===== src/rtl/vsb_pkg.sv =====
package vsb_pkg;
  typedef enum logic {
    PH_OFF = 1'b0,
    PH_ON  = 1'b1
  } phase_t;
endpackage


===== src/rtl/vsb_sat_counter.sv =====
module vsb_sat_counter #(
  parameter int unsigned W        = 16,
  parameter bit          RST_FULL = 1'b0
) (
  input  logic         clk,
  input  logic         rst_n,
  input  logic         clr_i,
  input  logic         en_i,
  output logic [W-1:0] cnt_o
);
  localparam logic [W-1:0] TOP = '1;

  always_ff @(posedge clk or negedge rst_n) begin
    if (!rst_n) begin
      cnt_o <= RST_FULL ? TOP : '0;
    end else if (clr_i) begin
      cnt_o <= '0;
    end else if (en_i && cnt_o != TOP) begin
      cnt_o <= cnt_o + 1'b1;
    end
  end
endmodule


===== src/rtl/vsb_period_shaper.sv =====
module vsb_period_shaper #(
  parameter bit          HIGH_FREQ = 1'b0,
  parameter int unsigned CW        = 16,
  parameter int unsigned LW        = 10,
  parameter int unsigned PER_BASE  = 3572,
  parameter int unsigned PER_HIGH  = 2500,
  parameter int unsigned SPAN_CYC  = 2048
) (
  input  logic [LW-1:0] line_i,
  output logic [CW-1:0] min_per_o
);
  localparam int unsigned PW = LW + CW;

  logic [CW-1:0] ceil_per;
  logic [LW-1:0] depth;
  logic [PW-1:0] stretch;

  // variant picks the shortest permitted period
  generate
    if (HIGH_FREQ) begin : g_fast
      assign ceil_per = CW'(PER_HIGH);
    end else begin : g_base
      assign ceil_per = CW'(PER_BASE);
    end
  endgenerate

  // distance of the sample below full scale (crest)
  assign depth     = ~line_i;
  assign stretch   = PW'(depth) * PW'(SPAN_CYC);
  assign min_per_o = ceil_per + CW'(stretch >> LW);
endmodule


===== src/rtl/vsb_gate_seq.sv =====
module vsb_gate_seq
  import vsb_pkg::*;
#(
  parameter bit          HIGH_FREQ = 1'b0,
  parameter int unsigned CW        = 16,
  parameter int unsigned TW        = 12,
  parameter int unsigned LW        = 10,
  parameter int unsigned LEB_CYC   = 50,
  parameter int unsigned ZCB_CYC   = 100,
  parameter int unsigned WDOG_CYC  = 12500,
  parameter int unsigned PER_BASE  = 3572,
  parameter int unsigned PER_HIGH  = 2500,
  parameter int unsigned SPAN_CYC  = 2048
) (
  input  logic          clk,
  input  logic          rst_n,
  input  logic          standby_i,
  input  logic          zcd_below_i,
  input  logic          cs_trip_i,
  input  logic [LW-1:0] line_i,
  input  logic [TW-1:0] ton_i,
  output logic          gate_o,
  output logic          cycle_done_o
);
  localparam logic [CW-1:0] LEB_L  = CW'(LEB_CYC);
  localparam logic [CW-1:0] ZCB_L  = CW'(ZCB_CYC);
  localparam logic [CW-1:0] WDOG_L = CW'(WDOG_CYC);

  phase_t        state_q;
  logic [TW-1:0] ton_q;
  logic [CW-1:0] minper_q;
  logic [CW-1:0] minper_c;
  logic [CW-1:0] on_cnt;
  logic [CW-1:0] off_cnt;
  logic [CW-1:0] per_cnt;
  logic          done_q;
  logic          start_c;
  logic          end_c;
  logic          valley_c;
  logic          wdog_c;
  logic          period_ok_c;
  logic          len_c;
  logic          lim_c;
  logic          is_on;
  logic          is_off;

  assign is_on  = (state_q == PH_ON);
  assign is_off = (state_q == PH_OFF);

  vsb_period_shaper #(
    .HIGH_FREQ(HIGH_FREQ), .CW(CW), .LW(LW),
    .PER_BASE(PER_BASE), .PER_HIGH(PER_HIGH), .SPAN_CYC(SPAN_CYC)
  ) u_shaper (
    .line_i   (line_i),
    .min_per_o(minper_c)
  );

  // cycles since turn-on
  vsb_sat_counter #(.W(CW), .RST_FULL(1'b0)) u_on_cnt (
    .clk(clk), .rst_n(rst_n), .clr_i(start_c), .en_i(is_on), .cnt_o(on_cnt)
  );

  // cycles since turn-off (restarted by standby)
  vsb_sat_counter #(.W(CW), .RST_FULL(1'b0)) u_off_cnt (
    .clk(clk), .rst_n(rst_n), .clr_i(end_c || standby_i), .en_i(is_off), .cnt_o(off_cnt)
  );

  // cycles since the previous turn-on; saturated out of reset
  vsb_sat_counter #(.W(CW), .RST_FULL(1'b1)) u_per_cnt (
    .clk(clk), .rst_n(rst_n), .clr_i(start_c), .en_i(1'b1), .cnt_o(per_cnt)
  );

  always_comb begin
    period_ok_c = per_cnt >= (minper_q - 1'b1);
    valley_c    = zcd_below_i && (off_cnt >= ZCB_L);
    wdog_c      = off_cnt >= WDOG_L;
    start_c     = is_off && !standby_i && period_ok_c && (valley_c || wdog_c);
    len_c       = on_cnt >= CW'(ton_q - 1'b1);
    lim_c       = cs_trip_i && (on_cnt >= LEB_L);
    end_c       = is_on && !standby_i && (len_c || lim_c);
  end

  always_ff @(posedge clk or negedge rst_n) begin
    if (!rst_n) begin
      state_q  <= PH_OFF;
      ton_q    <= TW'(1);
      minper_q <= CW'(1);
      done_q   <= 1'b0;
    end else begin
      done_q <= end_c;
      if (standby_i || end_c) begin
        state_q <= PH_OFF;
      end else if (start_c) begin
        state_q  <= PH_ON;
        ton_q    <= (ton_i == '0) ? TW'(1) : ton_i;
        minper_q <= minper_c;
      end
    end
  end

  assign gate_o       = is_on;
  assign cycle_done_o = done_q;
endmodule


===== config.mk =====
export PLATFORM = sky130hd
export DESIGN_NAME = vsb_gate_seq
export DESIGN_NICKNAME = d
export VERILOG_FILES = /design/src/rtl/vsb_pkg.sv /design/src/rtl/vsb_sat_counter.sv /design/src/rtl/vsb_period_shaper.sv /design/src/rtl/vsb_gate_seq.sv
export SDC_FILE = /design/constraint.sdc
export NUM_CORES = 1
export LEC_CHECK = 0
export ABC_AREA = 1
export BUFFER_PORTS_ARGS = -buffer_cell sky130_fd_sc_hd__buf_2
export CAP_MARGIN = 15
export CORE_ASPECT_RATIO = 1.2
export CORE_UTILIZATION = 45
export DETAILED_ROUTE_END_ITERATION = 10
export PLACE_DENSITY = 0.73
export SYNTH_ARGS = -nofsm -noshare
export SYNTH_HDL_FRONTEND = slang
export SYNTH_SLANG_ARGS = --single-unit

===== constraint.sdc =====
create_clock -name clk -period 3.31 [get_ports clk]
set_clock_uncertainty 0.15 [all_clocks]
set_input_delay 0.662 -clock clk [delete_from_list [all_inputs] [get_ports clk]]
set_output_delay 0.662 -clock clk [all_outputs]
set_load 0.005 [all_outputs]

After elaboration in Yosys (flattened, before gate mapping)
Index checks and enable logic that the tools add are counted.
W data, S select, Z words.
{"block": "totals", "romBits": 0, "register_bits": 78, "memories": 0, "latch_bits": 0, "out_inout_bits": 2, "inputBits": 27, "wordCells": 52, "mem_bits_rw": 0}
{"block": "classes", "order_cmp": 5, "shifts": 0, "addsub": 6, "div_mod_pow": 0, "n_mul": 0, "eq_ne": 3, "mux": 9, "n_reduce_logical": 19, "bitwise": 3}
{"operator": "$mux W16", "count": 6}
{"operator": "$add A16 B1 Y16 const B", "count": 3}
{"operator": "$ne A16 B16 Y1 const B", "count": 3}
{"operator": "$ge A16 B16 Y1", "count": 2}
{"operator": "$ge A16 B14 Y1 const B", "count": 1}
{"operator": "$ge A16 B6 Y1 const B", "count": 1}
{"operator": "$ge A16 B7 Y1 const B", "count": 1}
{"operator": "$sub A16 B1 Y16 const B", "count": 1}
{"operator": "$add A12 B11 Y13 const A", "count": 1}
{"operator": "$sub A12 B1 Y13 const B", "count": 1}
{"operator": "$logic_not A12 Y1", "count": 1}
{"operator": "$mux W12", "count": 1}
{"operator": "$not A10 Y10", "count": 1}
{"operator": "$logic_and A1 B1 Y1", "count": 9}
{"operator": "$reduce_bool A2 Y1", "count": 4}
{"operator": "$logic_or A1 B1 Y1", "count": 3}
{"operator": "$mux W1", "count": 2}
{"operator": "$not A1 Y1", "count": 2}
{"operator": "$reduce_and A2 Y1", "count": 1}
{"operator": "$logic_not A1 Y1", "count": 1}

Longest topological paths before layout
{"block": "logic_depth", "depth_word": 7, "depth_mapped": 21, "mapped_depth_nobuf": 20}

Modules after synthesis
A second synthesis with hierarchy kept.
{"block": "hier_totals", "hier_cells": 884, "hier_area_um2": 6348.6}
{"mod": "vsb_gate_seq", "cells_per_inst": 397, "instances": 1, "area_each_um2": 2927.8, "seq_area_each_um2": 753.2}
{"mod": "vsb_sat_counter (u_off_cnt ...)", "cells_per_inst": 144, "instances": 2, "area_each_um2": 1037.2, "seq_area_each_um2": 400.4}
{"mod": "vsb_sat_counter (u_per_cnt)", "cells_per_inst": 144, "instances": 1, "area_each_um2": 1057.3, "seq_area_each_um2": 420.4}
{"mod": "vsb_period_shaper", "cells_per_inst": 55, "instances": 1, "area_each_um2": 289.0, "seq_area_each_um2": 0.0}

Worst setup path before layout
No wires, ideal clock.
{"block": "synth_path", "path_kind": "register to register", "startpoint": "register minper_q[2]", "endpoint": "register u_on_cnt.cnt_o[12]", "setup_slack_ps": 563, "t_arrival_ps": 2529, "required_ps": 3091, "synth_period_minus_slack_ps": 2747, "setup_ps": 69, "n_path_buf": 1, "stages_incl_launch_ff": 18, "cell_sequence": "dfrtp_1 -> nor2_1 -> nand3_1 -> nor3_1 -> nand3_1 -> nor2_1 -> nand2_1 -> ha_1 -> nand2_1 -> inv_1 -> o21ai_0 -> nand2_1 -> a21oi_1 -> nand3_2 -> nand2_4 -> inv_4 -> buf_8 -> nor2_2"}
{"block": "synth_between", "elab_chain_len": 5, "word_cells_on_any_way": 6, "classes_between": "add/sub (1); order compare (1); mux (1); reduce/logical (3)"}
{"item": "from (decl)", "line_no": "vsb_gate_seq.sv:31", "source": "logic [CW-1:0] minper_q;"}
{"item": "from (signal assigned)", "line_no": "vsb_gate_seq.sv:96", "source": "minper_q <= minper_c;"}
{"item": "$sub A16 B1 Y16 (*)", "line_no": "vsb_gate_seq.sv:74", "source": "period_ok_c = per_cnt >= (minper_q - 1'b1);"}
{"item": "$ge A16 B16 Y1 (*)", "line_no": "vsb_gate_seq.sv:74"}
{"item": "$logic_and A1 B1 Y1 (*) (2 in a row)", "line_no": "vsb_gate_seq.sv:77", "source": "start_c = is_off && !standby_i && period_ok_c && (valley_c || wdog_c);"}
{"item": "$mux W16 / $reduce_bool A2 Y1 (equally long branches)"}
{"item": "to (signal assigned)", "line_no": "vsb_sat_counter.sv:15", "source": "cnt_o <= RST_FULL ? TOP : '0;"}
{"item": "to (signal assigned)", "line_no": "vsb_sat_counter.sv:19", "source": "cnt_o <= cnt_o + 1'b1;"}
{"item": "to (decl)", "line_no": "vsb_sat_counter.sv:9", "source": "output logic [W-1:0] cnt_o"}
Mark *: on every way between the ends. The rest lies on a longest branch, timed or not.
A chain may end at the register's enable or synchronous reset.

Final worst setup path
{"block": "layout_path", "startpoint": "register ton_q[0]", "endpoint": "register u_off_cnt.cnt_o[14]"}
{"block": "layout_between", "elab_chain_len": 6, "word_cells_on_any_way": 7, "classes_between": "add/sub (1); order compare (1); mux (1); reduce/logical (4)"}
{"item": "from (decl)", "line_no": "vsb_gate_seq.sv:30", "source": "logic [TW-1:0] ton_q;"}
{"item": "from (signal assigned)", "line_no": "vsb_gate_seq.sv:95", "source": "ton_q <= (ton_i == '0) ? TW'(1) : ton_i;"}
{"item": "$sub A12 B1 Y13 (*)", "line_no": "vsb_gate_seq.sv:78", "source": "len_c = on_cnt >= CW'(ton_q - 1'b1);"}
{"item": "$ge A16 B16 Y1 (*)", "line_no": "vsb_gate_seq.sv:78"}
{"item": "$logic_or A1 B1 Y1 (*)", "line_no": "vsb_gate_seq.sv:80", "source": "end_c = is_on && !standby_i && (len_c || lim_c);"}
{"item": "$logic_and A1 B1 Y1 (*)", "line_no": "vsb_gate_seq.sv:80"}
{"item": "$logic_or A1 B1 Y1 (*)", "line_no": "vsb_gate_seq.sv:65", "source": ".clk(clk), .rst_n(rst_n), .clr_i(end_c || standby_i), .en_i(is_off), .cnt_o(off_cnt)"}
{"item": "$mux W16 / $reduce_bool A2 Y1 (equally long branches)"}
{"item": "to (signal assigned)", "line_no": "vsb_sat_counter.sv:15"}
{"item": "to (signal assigned)", "line_no": "vsb_sat_counter.sv:19"}
{"item": "to (decl)", "line_no": "vsb_sat_counter.sv:9"}
Marks and branches as above.

==> results.json <==
{
  "reg2reg_depth": 16,
  "antenna_found_initial": 0,
  "wl_per_cell_um": 12.8,
  "grt_usage": 0.214,
  "cts_max_level": 3,
  "core_mm2": 0.0118,
  "ys_ff_latch": 75,
  "clkTransAtPathRegs_ns": 0.06,
  "hold_slack_ns": 0.313,
  "start_kind": "register",
  "cp_slowest_cell": "dfstp_2",
  "syn_area_mm2": 0.00552,
  "status": "finished clean",
  "met3_usage": 0.0288,
  "place_ws_ns": 0.106,
  "grt.met1_usage": 0.272,
  "finalHoldViolCount": 0,
  "vias": 4911,
  "end_kind": "register",
  "cts.sinks": 75,
  "dp_cells": 970,
  "cpPeakStageDelay_ns": 0.37,
  "post-route-period-util": 0.921,
  "nets": 893,
  "drv_slew": 0,
  "syn-mean-instance-area_um2": 6.98,
  "worst_slew_pin_slew_ns": 0.961,
  "dr.first_iter.drc_count": 188,
  "synthFlopType": "dfrtp_1",
  "io_pins": 29,
  "fin_cells": 988,
  "final_layout_size_suffix_gt1_frac": 0.128,
  "power_mw": 3.78,
  "cts_root_buf": "clkbuf_16",
  "overflow": 0,
  "rr_startpoint": "ton_q[0]",
  "irDropWorstVdd_mv": 0.307,
  "start_util": 0.469,
  "r2r_slack_ns": 0.26,
  "cp_max_fo": 12,
  "routed_via_density": 4.97,
  "regArea_mm2": 0.00190,
  "fin_crit_ns": 3.05,
  "busiest_layer": "met2",
  "setup_viol": 0,
  "dieHeight_um": 123,
  "cp_common_cell": "nand2_1",
  "io_buffers": 28,
  "yosys-top-cells-area": "dfrtp_1 26%, nand2_1 15%, ha_1 9.1%",
  "synthArstFlopShare": 1.00,
  "cp_top_family": "simple AND/OR/NAND/NOR gates",
  "ys_types": 41,
  "cts_max_path_buffers": 2,
  "ant_nets": 0,
  "grt_use_met2": 0.366,
  "yosys.area.top_type": "dfrtp_1",
  "syn_nets": 858,
  "seq_area_frac_synth": 0.344,
  "path_class": "register to register",
  "drc": 0,
  "tns_ns": 0,
  "place_congestion": 0.890,
  "crit_required_ns": 3.43,
  "insertion_delay_ns": 0.34,
  "setup_ws_ns": 0.261,
  "grt_pass1_wl_mm": 21.0,
  "p_per_area_mw_per_mm2": 605,
  "synth_enable_flop_cells": 0,
  "fill_cells": 1148,
  "antennaDiodeCount": 0,
  "syn2layout_area_growth_pct": 13.2,
  "hpwl_mm": 9.15,
  "synth_top_cell_area_share": 0.258,
  "p_leak_nw": 3.26,
  "dieArea_mm2": 0.0127,
  "yosys_warnings": 0,
  "cts_buffers": 9,
  "grt_pass1_vias": 4527,
  "r2r-end": "u_off_cnt.cnt_o[14]",
  "rsz0062_at_grt": "false",
  "slew_headroom": 0.359,
  "grt_max_degree": 76,
  "cp_cell_sequence": "inv_1, ha_2, nand3_2, nor4_4, nand3_1, buf_4, ha_1, nand2_1, a21oi_1, nor2_1, nand2_1, a21oi_2, nand2_1, nand2_2, nand2_4, nor2_1",
  "clock.fmax_mhz": 328,
  "die-width_um": 103,
  "num_rows": 43,
  "hold_path.class": "input port to async pin",
  "drt-pass1-iter-count": 5,
  "cap_violations": 0,
  "cp.arrival_ns": 3.17,
  "cp_num_buf_inv": 2,
  "syn-instance-count": 791,
  "wl_mm": 12.6,
  "multiInputGateArea_mm2": 0.00314,
  "cts_tree": "built"
}
==> worst register-to-register path, stage by stage, from the launching register on <==
cell     delay [ns]
dfstp_2        0.37
inv_1          0.14
ha_2           0.24
nand3_2        0.15
nor4_4         0.35
nand3_1        0.12
buf_4          0.17
ha_1           0.29
nand2_1        0.13
a21oi_1        0.08
nor2_1         0.11
nand2_1        0.07
a21oi_2        0.13
nand2_1        0.08
nand2_2        0.15
nand2_4        0.13
nor2_1         0.13
==> cells in the final DEF (no fill, tap or decap), types with 3 or more instances in the layout <==
master,count
nand2_1,224
inv_1,111
nor2_1,111
nand3_1,72
dfrtp_1,57
ha_1,38
xor2_1,27
buf_2,27
dfstp_2,18
nand4_1,15
a21oi_1,14
o21ai_0,13
nor2_2,12
xnor2_1,11
nor3_1,9
clkbuf_16,9
o21bai_1,6
inv_2,6
buf_4,6
nor4_1,5
nor3_2,3
nand3_2,3
bufinv_16,3
==> worst max-delay path by stage <==
stage,start,endpoint,slack (ns),depth (start not counted)
after floorplan,minper_q[2],u_on_cnt.cnt_o[12],0.56,17
after global placement,ton_q[0],u_off_cnt.cnt_o[9],0.16,14
after detailed placement,ton_q[0],u_off_cnt.cnt_o[9],0.11,14
after CTS,ton_q[0],u_off_cnt.cnt_o[14],0.04,15
after global routing,minper_q[0],u_per_cnt.cnt_o[9],0.004,20
final,ton_q[0],u_off_cnt.cnt_o[14],0.26,16
==> metrics by stage <==
step | instance area [µm²] | utilization
final | 6250 | 0.531
after global routing | 6250 | 0.531
after CTS | 6160 | 0.523
after detailed placement | 5820 | 0.494
after global placement | 5820 | 0.494
after floorplan | 5520 | -
==> sequential cells by signal (all words and copies together), names as in the netlist <==
name             cells
minper_q            13
gate_o               1
u_off_cnt.cnt_o     16
u_per_cnt.cnt_o     16
u_on_cnt.cnt_o      16
ton_q               12
cycle_done_o         1
==> power by group <==
part           internal (mW)  total [mW]  switching (mW)  leakage, nW
registers               1.11        1.30           0.199        0.940
logic                  0.529        1.33           0.803         2.15
clock network          0.755        1.15           0.391        0.169
total                   2.39        3.78            1.39         3.26
==> cells in the mapped netlist, types with 13 or more instances <==
master / count
nand2_1: 224
nor2_1: 112
inv_1: 111
nand3_1: 73
dfrtp_1: 57
ha_1: 40
xor2_1: 27
dfstp_2: 18
a21oi_1: 15
nand4_1: 15
o21ai_0: 13
==> logic make-up after synthesis <==
family,after synthesis,synth area share
simple gates,465,0.360
xor+xnor,38,0.0602
flops,75,0.344
fa+ha+maj,40,0.0906
buf+inv,129,0.0974
compound gates,44,0.0482
==> cell type report <==
cell class                      count  area share
Clock inverter                      5      0.0160
Inverter                          118      0.0712
Sequential cell                    75       0.304
Clock buffer                       11      0.0388
Multi-Input combinational cell    587       0.502
Timing Repair Buffer               35      0.0364
Tap cell                          157      0.0314
==> layer usage <==
metal,up-vias,routed length (µm)
li1,2558,-
met1,2250,5780
met2,82,6200
met3,21,363
met4,0,269
met5,-,0
==> repair_timing <==
| item | CTS | global route |
|---|---|---|
| buffers inserted | 0 | 2 |
| endpoints found under the setup margin | 0 | 69 |
| hold buffers | 0 | 0 |
| resized for setup | 0 | 12 |
| endpoints found under the hold margin | 0 | 0 |
Power figures use the tool's default switching activity.
